--- config.mk ---
export PLATFORM = sky130hd
export DESIGN_NAME = dp_contention_arbiter
export DESIGN_NICKNAME = d
export VERILOG_FILES = /design/src/rtl/dpa_pkg.sv /design/src/rtl/dpa_match_detect.sv /design/src/rtl/dpa_owner_next.sv /design/src/rtl/dpa_write_gate.sv /design/src/rtl/dp_contention_arbiter.sv
export SDC_FILE = /design/constraint.sdc
export NUM_CORES = 1
export LEC_CHECK = 0
export BUFFER_PORTS_ARGS = -buffer_cell sky130_fd_sc_hd__clkbuf_2
export CORE_AREA = 2 2 64 66
export CTS_CLUSTER_DIAMETER = 30
export DETAILED_ROUTE_END_ITERATION = 12
export DIE_AREA = 0 0 66 68
export GPL_TIMING_DRIVEN = 0
export PLACE_DENSITY = 0.63
export SETUP_SLACK_MARGIN = 0.02
export SLEW_MARGIN = 20
export SYNTH_ARGS = -nofsm -noshare
export SYNTH_HDL_FRONTEND = slang
export SYNTH_SLANG_ARGS = --single-unit
--- constraint.sdc ---
create_clock -name clk -period 2.2 [get_ports clk]
set_input_delay 0.33 -clock clk [delete_from_list [all_inputs] [get_ports clk]]
set_output_delay 0.33 -clock clk [all_outputs]
set_load 0.02 [all_outputs]
--- src/rtl/dpa_pkg.sv ---
package dpa_pkg;

    typedef enum logic [1:0] {
        OWN_NONE  = 2'd0,
        OWN_LEFT  = 2'd1,
        OWN_RIGHT = 2'd2
    } owner_e;

    localparam int SIDE_L = 0;
    localparam int SIDE_R = 1;
    localparam int NUM_SIDES = 2;

endpackage

--- src/rtl/dpa_match_detect.sv ---
module dpa_match_detect #(
    parameter int ADDR_W = 14
) (
    input  logic              l_ce,
    input  logic [ADDR_W-1:0] l_addr,
    input  logic              r_ce,
    input  logic [ADDR_W-1:0] r_addr,
    input  logic              prev_l_ce,
    input  logic [ADDR_W-1:0] prev_l_addr,
    input  logic              prev_r_ce,
    input  logic [ADDR_W-1:0] prev_r_addr,
    output logic              match,
    output logic              l_moved,
    output logic              r_moved
);

    always_comb begin
        match   = l_ce && r_ce && (l_addr == r_addr);
        // a port "moved" if it was not enabled last clock or its address changed
        l_moved = !prev_l_ce || (l_addr != prev_l_addr);
        r_moved = !prev_r_ce || (r_addr != prev_r_addr);
    end

endmodule

--- src/rtl/dpa_owner_next.sv ---
module dpa_owner_next
    import dpa_pkg::*;
#(
    parameter bit LEFT_WINS_TIE = 1'b1
) (
    input  logic   master_mode,
    input  logic   match,
    input  logic   l_moved,
    input  logic   r_moved,
    input  owner_e owner_q,
    output owner_e owner_d
);

    owner_e tie_owner;

    generate
        if (LEFT_WINS_TIE) begin : g_tie_left
            assign tie_owner = OWN_LEFT;
        end else begin : g_tie_right
            assign tie_owner = OWN_RIGHT;
        end
    endgenerate

    always_comb begin
        owner_d = OWN_NONE;
        if (master_mode && match) begin
            if (owner_q != OWN_NONE) begin
                owner_d = owner_q;
            end else if (l_moved && !r_moved) begin
                owner_d = OWN_RIGHT;
            end else if (r_moved && !l_moved) begin
                owner_d = OWN_LEFT;
            end else begin
                owner_d = tie_owner;
            end
        end
    end

endmodule

--- src/rtl/dpa_write_gate.sv ---
module dpa_write_gate
    import dpa_pkg::*;
#(
    parameter int SIDE = 0
) (
    input  logic   master_mode,
    input  owner_e owner_d,
    input  logic   ce,
    input  logic   we,
    input  logic   busy_in_n,
    output logic   busy_n_d,
    output logic   arr_we_d
);

    localparam owner_e LOSE_TO = (SIDE == SIDE_L) ? OWN_RIGHT : OWN_LEFT;

    logic lost;

    always_comb begin
        lost     = (owner_d == LOSE_TO);
        busy_n_d = !(master_mode && lost);
        if (master_mode) begin
            arr_we_d = ce && we && !lost;
        end else begin
            arr_we_d = ce && we && busy_in_n;
        end
    end

endmodule

--- src/rtl/dp_contention_arbiter.sv ---
module dp_contention_arbiter
    import dpa_pkg::*;
#(
    parameter int ADDR_W        = 14,
    parameter bit LEFT_WINS_TIE = 1'b1
) (
    input  logic              clk,
    input  logic              rst_n,
    input  logic              master_mode,
    input  logic              l_ce,
    input  logic              l_we,
    input  logic [ADDR_W-1:0] l_addr,
    input  logic              r_ce,
    input  logic              r_we,
    input  logic [ADDR_W-1:0] r_addr,
    input  logic              l_busy_in_n,
    input  logic              r_busy_in_n,
    output logic              l_busy_n,
    output logic              r_busy_n,
    output logic              l_arr_we,
    output logic              r_arr_we
);

    typedef struct packed {
        owner_e            owner;
        logic              prev_l_ce;
        logic              prev_r_ce;
        logic [ADDR_W-1:0] prev_l_addr;
        logic [ADDR_W-1:0] prev_r_addr;
        logic [NUM_SIDES-1:0] busy_n;
        logic [NUM_SIDES-1:0] arr_we;
    } state_t;

    localparam state_t RESET_STATE = '{
        owner:       OWN_NONE,
        prev_l_ce:   1'b0,
        prev_r_ce:   1'b0,
        prev_l_addr: '0,
        prev_r_addr: '0,
        busy_n:      '1,
        arr_we:      '0
    };

    state_t st_d, st_q;

    logic   match, l_moved, r_moved;
    owner_e owner_d;

    logic [NUM_SIDES-1:0] side_ce, side_we, side_bin;
    logic [NUM_SIDES-1:0] side_busy_n_d, side_arr_we_d;

    dpa_match_detect #(.ADDR_W(ADDR_W)) u_match (
        .l_ce        (l_ce),
        .l_addr      (l_addr),
        .r_ce        (r_ce),
        .r_addr      (r_addr),
        .prev_l_ce   (st_q.prev_l_ce),
        .prev_l_addr (st_q.prev_l_addr),
        .prev_r_ce   (st_q.prev_r_ce),
        .prev_r_addr (st_q.prev_r_addr),
        .match       (match),
        .l_moved     (l_moved),
        .r_moved     (r_moved)
    );

    dpa_owner_next #(.LEFT_WINS_TIE(LEFT_WINS_TIE)) u_owner (
        .master_mode (master_mode),
        .match       (match),
        .l_moved     (l_moved),
        .r_moved     (r_moved),
        .owner_q     (st_q.owner),
        .owner_d     (owner_d)
    );

    assign side_ce  = {r_ce, l_ce};
    assign side_we  = {r_we, l_we};
    assign side_bin = {r_busy_in_n, l_busy_in_n};

    generate
        for (genvar s = 0; s < NUM_SIDES; s++) begin : g_side
            dpa_write_gate #(.SIDE(s)) u_gate (
                .master_mode (master_mode),
                .owner_d     (owner_d),
                .ce          (side_ce[s]),
                .we          (side_we[s]),
                .busy_in_n   (side_bin[s]),
                .busy_n_d    (side_busy_n_d[s]),
                .arr_we_d    (side_arr_we_d[s])
            );
        end
    endgenerate

    always_comb begin
        st_d             = st_q;
        st_d.owner       = owner_d;
        st_d.prev_l_ce   = l_ce;
        st_d.prev_r_ce   = r_ce;
        st_d.prev_l_addr = l_addr;
        st_d.prev_r_addr = r_addr;
        st_d.busy_n      = side_busy_n_d;
        st_d.arr_we      = side_arr_we_d;
    end

    always_ff @(posedge clk or negedge rst_n) begin
        if (!rst_n) begin
            st_q <= RESET_STATE;
        end else begin
            st_q <= st_d;
        end
    end

    assign l_busy_n = st_q.busy_n[SIDE_L];
    assign r_busy_n = st_q.busy_n[SIDE_R];
    assign l_arr_we = st_q.arr_we[SIDE_L];
    assign r_arr_we = st_q.arr_we[SIDE_R];

endmodule

======== Yosys cells after proc, flatten, opt, wreduce, memory -nomap -nowiden ========
Index checks and enable logic that the tools add are counted.
word-level totals
  bits in writable memories ............... 0
  ROM bits ................................ 0
  output and inout port bits .............. 4
  flip-flop bits (word level) ............. 36
  latch bits .............................. 0
  memories kept ........................... 0
  word-level logic and storage cells ...... 39
cells by class
  multiplexer cells ....................... 5
  add/subtract/negate cells ............... 0
  bitwise logic cells ..................... 0
  eq/ne operators ......................... 5
  reduce and logical (&&, ||, !) cells .... 22
  div/mod/pow operators ................... 0
  shift operators ......................... 0
  $lt $le $gt $ge ......................... 0
  multiply operators ...................... 0
operator list
  operator            count
  $ne 14x14->1        2
  $eq 14x14->1        1
  $logic_and 1x1->1   12
  $logic_not 1->1     7
  $mux 2              3
  $eq 2x1->1 const B  1
  $eq 2x2->1 const B  1
  $logic_or 1x1->1    2
  $mux 1              2
  $reduce_bool 2->1   1

======== Depth between registers and ports, before layout ========
Gate-level depths: netlist of run 1.
  depth after elaboration ................. 11
  gate-level depth with buffers ........... 5
  depth with buffers taken out ............ 5

======== Modules after synthesis ========
A second synthesis of run 1 with hierarchy kept.
second synthesis, totals
  cell total of the unflattened synthesis .. 103
  area total of the unflattened synthesis .. 1478.9 um^2
by module, submodules not included
  module                 area each (um^2)  times used  cells each
  dp_contention_arbiter  903.4             1           36
  dpa_match_detect       471.7             1           58
  dpa_write_gate         31.3              2           2
  dpa_owner_next         41.3              1           5

======== Worst setup path after synthesis of run 1 ========
No wires, ideal clock.
  path kind ............................... reg-to-reg
  from .................................... register st_q[35] (netlist bit)
  to ...................................... register st_q (netlist bit l_arr_we)
  data required time ...................... 2.073 ns
  cell stages (with the launch flop) ...... 6
  path buffers ............................ 0
  clock period less this slack ............ 1.500 ns
  data arrival time ....................... 1.374 ns
  library setup time ...................... 0.127 ns
  path slack .............................. 0.700 ns
  cell sequence ........................... dfrtp_1 or3b_1 nor4_2 nand4_1 o21ai_1 a21oi_1
on the way
  word-level cells in the longest chain between the ends .. 7
RTL lines
  item                                 line                          RTL
  start: declaration                   dp_contention_arbiter.sv:44   state_t st_d, st_q;
  start signal: assignment             dp_contention_arbiter.sv:108  st_q <= st_d;
  $reduce_bool 2->1                    dpa_owner_next.sv:27          if (owner_q != OWN_NONE) begin
  $mux 2 (*)                           dpa_owner_next.sv:27
  $mux 2 (*)                           dpa_owner_next.sv:26          if (master_mode && match) begin
  $eq 2x2->1 (*)                       dpa_write_gate.sv:20          lost = (owner_d == LOSE_TO);
  $logic_not 1->1 (*)                  dpa_write_gate.sv:23          arr_we_d = ce && we && !lost;
  $logic_and 1x1->1 (*)                dpa_write_gate.sv:23
  $mux 1 (*)                           dpa_write_gate.sv:22          if (master_mode) begin
  named net g_side[0].u_gate.arr_we_d  dpa_write_gate.sv:12          output logic arr_we_d
Mark *: on every way through the listed nets, which the timed path passes. The rest lies on a longest branch.

======== Worst setup path after layout of run 1 ========
Ends and elaborated chain as after synthesis.

==> results_dict.tcl, run 1 <==
set metrics [dict create \
    dr.pass1.iters 4 \
    cts_setup_buffers 0 \
    period_share_pct 79.06 \
    critPathKind "flop to flop" \
    cts_made_buffers 5 \
    clk_latency_ns 0.28 \
    synth-seq-cells 36 \
    synthDistinctLibCells 22 \
    yosysSeqAreaShare_pct 60.88 \
    num_vias 939 \
    hold_buffers 0 \
    dp_slack_ns 0.4233 \
    worstPathMaxFanout 5 \
    rows 23 \
    die-width_um 66 \
    setup-tns-final_ns 0 \
    status "completed" \
    crit_chain "or3b_1 -> nor4_2 -> nand4_1 -> o21ai_1 -> a21oi_1" \
    syn-instance-count 107 \
    clkSlewWorstSetupHoldPaths_ns 0.07 \
    layout_commonest_cell "clkbuf_2" \
    gp_congestion 0.7643 \
    syn_area_per_cell_um2 13.87 \
    diodes 0 \
    worstPathArrival_ns 1.90 \
    fin_nets 191 \
    peakVddDrop_v 0.0003850 \
    cts_tree "done" \
    critPathMaxStageDelay_ns 0.41 \
    p_leak_nw 0.8222 \
    finalSetupViolCount 0 \
    drv_slew 0 \
    cp-end-kind "flop" \
    layout_setup_ws_ns 0.4607 \
    fin_worst_skew_ns 0.008560 \
    p_total_mw 1.291 \
    clock-sinks 36 \
    syn_to_final_growth_pct 22.93 \
    viasPerCell 4.603 \
    hp-class "input pin to async pin" \
    layout_common_cells "clkbuf_2, dfrtp_1, xor2_1, xnor2_1" \
    cts-resized-gates 0 \
    grt_pass1_vias 991 \
    startpoint_type "flop" \
    antenna_found_initial 0 \
    drive_gt1_share_pct 33.77 \
    synth.area.top_cells "dfrtp_1, xor2_1, xnor2_1, dfstp_2, nor4_2" \
    yosys_warnings 0 \
    dp_hpwl_mm 2.222 \
    grt_max_degree 37 \
    slowest_stage "dfrtp_1" \
    timing.fmax_ghz 0.5749 \
    drc 0 \
    drt.antenna.violating_nets 0 \
    dr.first_iter.drc_count 23 \
    min_period_ns 1.739 \
    dieArea_um2 4488 \
    synth_nets 144 \
    die_h_um 68 \
    slew_headroom_pct 42.69 \
    cts-root-buf "clkbuf_8" \
    rsz0062_at_grt "no" \
    maxCapViolations 0 \
    io_buffers 40 \
    gr-total-overflow 0 \
    fill_cells 389 \
    whs_ns 0.1499 \
    critical_path_required_ns 2.36 \
    start_util_pct 38.48 \
    yosys.area.top_type "dfrtp_1" \
    syn_area_um2 1484 \
    powerDensity_nw_per_um2 707.9 \
    finalHoldViolCount 0 \
    grt_pass1_wl_mm 4.567 \
    track_usage_pct 14.30 \
    io_pins 41 \
    clock_path_buffers 2 \
    synth.top_cell.area_share_pct 57.34 \
    htreeDepth 2 \
    routed_wl_mm 2.787 \
    core-area_um2 3856 \
    drt-wirelength-per-cell_um 13.66 \
    tightest_slew_ns 0.8597 \
]
[critical path, delay by kind of cell (launching register included)]
family	cells	cell delay, ns
AOI/OAI and AO/OA	2	0.38
DFF	1	0.41
and+or+nand+nor	3	0.83
[per-layer routing]
| layer | wire [µm] | global-route usage [%] | vias to the layer above |
|---|---|---|---|
| met5 | 0 | 0 | - |
| met4 | 38 | 5.357 | 0 |
| met3 | 139 | 5.099 | 4 |
| met2 | 1484 | 23.48 | 22 |
| met1 | 1124 | 17.45 | 458 |
| li1 | - | - | 455 |
[through the flow]
stage,cell area [µm²],std cells,util (%)
after floorplan,1484,107,-
after global placement,1747,197,45.30
after detailed placement,1747,197,45.30
after CTS,1824,204,47.31
after global routing,1824,204,47.31
final,1824,204,47.31
[report_power, final]
group	leakage (nW)	total (mW)	switching, mW	internal (mW)
sequential	0.425	0.704	0.0124	0.692
combinational	0.356	0.157	0.0856	0.0717
clock	0.0410	0.430	0.215	0.215
[kinds of logic after synthesis]
logic type / after synthesis / share of synthesized area (%)
xor gates and xnor gates: 42 / 24.79
AOI/OAI and AO/OA: 6 / 2.951
DFF: 36 / 60.88
and+or+nand+nor: 23 / 11.38
[sequential cells by signal (all words and copies together), names as in the netlist]
| name | count |
|---|---|
| l_busy_n | 1 |
| l_arr_we | 1 |
| r_arr_we | 1 |
| st_q | 32 |
| r_busy_n | 1 |
[path summary, 6_finish.rpt]
check | start | to | slack (ns) | depth (start not counted)
worst min register to register | st_q[35] | r_busy_n | 0.56 | 1
worst max register to register | st_q[35] | l_arr_we | 0.46 | 5
min in group clk | r_addr[0] | st_q[4] | 0.20 | 1
worst min-delay path | rst_n | st_q[35] | 0.15 | 1
max in group asynchronous | rst_n | st_q[23] | 1.52 | 1
worst max-delay path | st_q[35] | l_arr_we | 0.46 | 5
[synth_stat cells, drive strengths merged]
| master | instances |
|---|---|
| dfrtp | 34 |
| xor2 | 24 |
| xnor2 | 18 |
| nor4 | 7 |
| nand4 | 5 |
| nand3 | 3 |
| dfstp | 2 |
| nor2 | 2 |
| a21oi | 1 |
| and3 | 1 |
| nand2 | 1 |
| nor3 | 1 |
| o211a | 1 |
| o211ai | 1 |
| o21a | 1 |
| o21ai | 1 |
| o31a | 1 |
| or2b | 1 |
| or3 | 1 |
| or3b | 1 |
[cell type report]
cell class	count	area (µm²)	share of cell area (%)
repair buffers	40	200.2	10.97
well taps	50	62.56	3.429
flip-flops and latches	36	903.4	49.52
clock inverters	1	5.005	0.2743
clock buffers	6	72.57	3.978
multi-input cells	71	580.6	31.82
Power figures use the tool's default switching activity.
==> inputs of run 2 (changes only) <==
clock period = 1.65 ns   (was 2.2 ns; I/O delays follow)
==> results_dict.tcl, run 2 (same netlist as run 1, synthesis figures left out) <==
set metrics [dict create \
    power.internal_mw 1.306 \
    largest_register_ffs 32 \
    finalHoldViolCount 0 \
    cts-root-buf "clkbuf_8" \
    dr.first_iter.drc_count 27 \
    clkPwrFrac_pct 33.2 \
    hp-class "input pin to async pin" \
    clock_path_buffers 2 \
    whs_ns 0.06637 \
    dieArea_um2 4488 \
    regArea_um2 903.4 \
    critPathMaxStageDelay_ns 0.39 \
    drive_gt1_share_pct 36.13 \
    grt_max_degree 37 \
    p_leak_nw 0.8466 \
    fin_worst_skew_ns 0.008176 \
    hold_buffers 0 \
    peakVddDrop_v 0.0005136 \
    seq_power_share_pct 54.4 \
    critical_path_required_ns 1.81 \
    setup-tns-final_ns 0 \
    syn_to_final_growth_pct 24.96 \
    io_buffers 40 \
    regMostFlops "st_q" \
    drv_slew 0 \
    worstPathMaxFanout 3 \
    htreeDepth 2 \
    clk_latency_ns 0.28 \
    core-area_um2 3856 \
    crit_family "simple AND/OR/NAND/NOR gates" \
    grt_pass1_vias 988 \
    grt_pass1_wl_mm 4.554 \
    num_vias 947 \
    cts_tree "done" \
    crit_chain "or3b_1 -> nor4_2 -> nand4_1 -> o21ai_2 -> a21oi_1" \
    die_h_um 68 \
    cp-end-kind "flop" \
    diodes 0 \
    dp_hpwl_mm 2.222 \
    rsz0062_at_grt "yes" \
    drt-wirelength-per-cell_um 13.69 \
    period_share_pct 97.32 \
    fill_cells 391 \
    clock-sinks 36 \
    maxCapViolations 0 \
    tightest_slew_ns 0.8569 \
    drt.antenna.violating_nets 0 \
    crit_buf_inv 0 \
    powerDensity_nw_per_um2 931.4 \
    p_total_mw 1.727 \
    multiInputGateArea_um2 603.1 \
    cts_made_buffers 5 \
    antenna_found_initial 0 \
    rows 23 \
    switching_share_pct 24.36 \
    worstPathArrival_ns 1.77 \
    track_usage_pct 14.26 \
    gp_congestion 0.7643 \
    clkSlewWorstSetupHoldPaths_ns 0.07 \
    timing.fmax_ghz 0.6228 \
    viasPerCell 4.620 \
    layout_common_cells "clkbuf_2, dfrtp_1, xor2_1, xnor2_1" \
    min_period_ns 1.606 \
    routed_wl_mm 2.807 \
    start_util_pct 38.48 \
    io_pins 41 \
    finalSetupViolCount 0 \
    fin_nets 192 \
    p_comb_share_pct 12.4 \
    gr-total-overflow 0 \
    die-width_um 66 \
    status "completed" \
    slowest_stage "dfrtp_1" \
    drc 0 \
    p_switching_mw 0.4208 \
    dp_slack_ns -0.07198 \
    startpoint_type "flop" \
    critPathKind "flop to flop" \
    dr.pass1.iters 4 \
    slew_headroom_pct 42.87 \
    layout_setup_ws_ns 0.04429 \
    layout_commonest_cell "clkbuf_2" \
]
[run 2: layer usage]
metal  part of all wire (%)  vias up  track usage (%)
met3                    5.0        4            5.099
met2                     53       22            23.48
met1                     41      464            17.34
met5                      0        -                0
met4                    1.4        0            5.357
li1                       -      457                -
[run 2: final timing paths]
| check | start | depth (start not counted) | slack (ns) | endpoint |
|---|---|---|---|---|
| setup / recovery | st_q[35] | 5 | 0.04 | l_arr_we |
| hold / removal | rst_n | 1 | 0.07 | st_q[35] |
| setup reg to reg | st_q[35] | 5 | 0.04 | l_arr_we |
| hold reg to reg | st_q[35] | 1 | 0.52 | r_busy_n |
| max in group asynchronous | rst_n | 1 | 1.05 | st_q[23] |
| min in group clk | r_ce | 1 | 0.11 | st_q[32] |
[run 2: through the flow]
step           instance area [µm²]  cells  utilization (%)
4_1_cts                       1828    204            47.40
3_3_place_gp                  1747    197            45.30
5_1_grt                       1854    205            48.09
6_report                      1854    205            48.09
2_1_floorplan                 1484    107                -
3_5_place_dp                  1747    197            45.30
[run 2: timing repair]
item                                   4_1_cts  5_1_grt
pin swaps                                    3        3
buffers inserted                             0        1
setup endpoints to repair                    6        5
gates resized for setup                      1        3
endpoints found under the hold margin        0        0
[run 2: power by group through the flow]
stage / combinational, mW / sequential (mW) / clock, mW
after CTS: 0.217 / 0.940 / 0.593
after global routing: 0.238 / 0.943 / 0.625
final: 0.214 / 0.940 / 0.574
after detailed placement: 0.215 / 0.956 / 0
after floorplan: 0.0997 / 0.957 / 0
after global placement: 0.210 / 0.954 / 0
[run 2: area by class of cell]
cell class	count	area share, %
Clock buffer	6	3.914
Clock inverter	1	0.2699
Multi-Input combinational cell	71	32.52
Sequential cell	36	48.72
Tap cell	50	3.374
Timing Repair Buffer	41	11.20
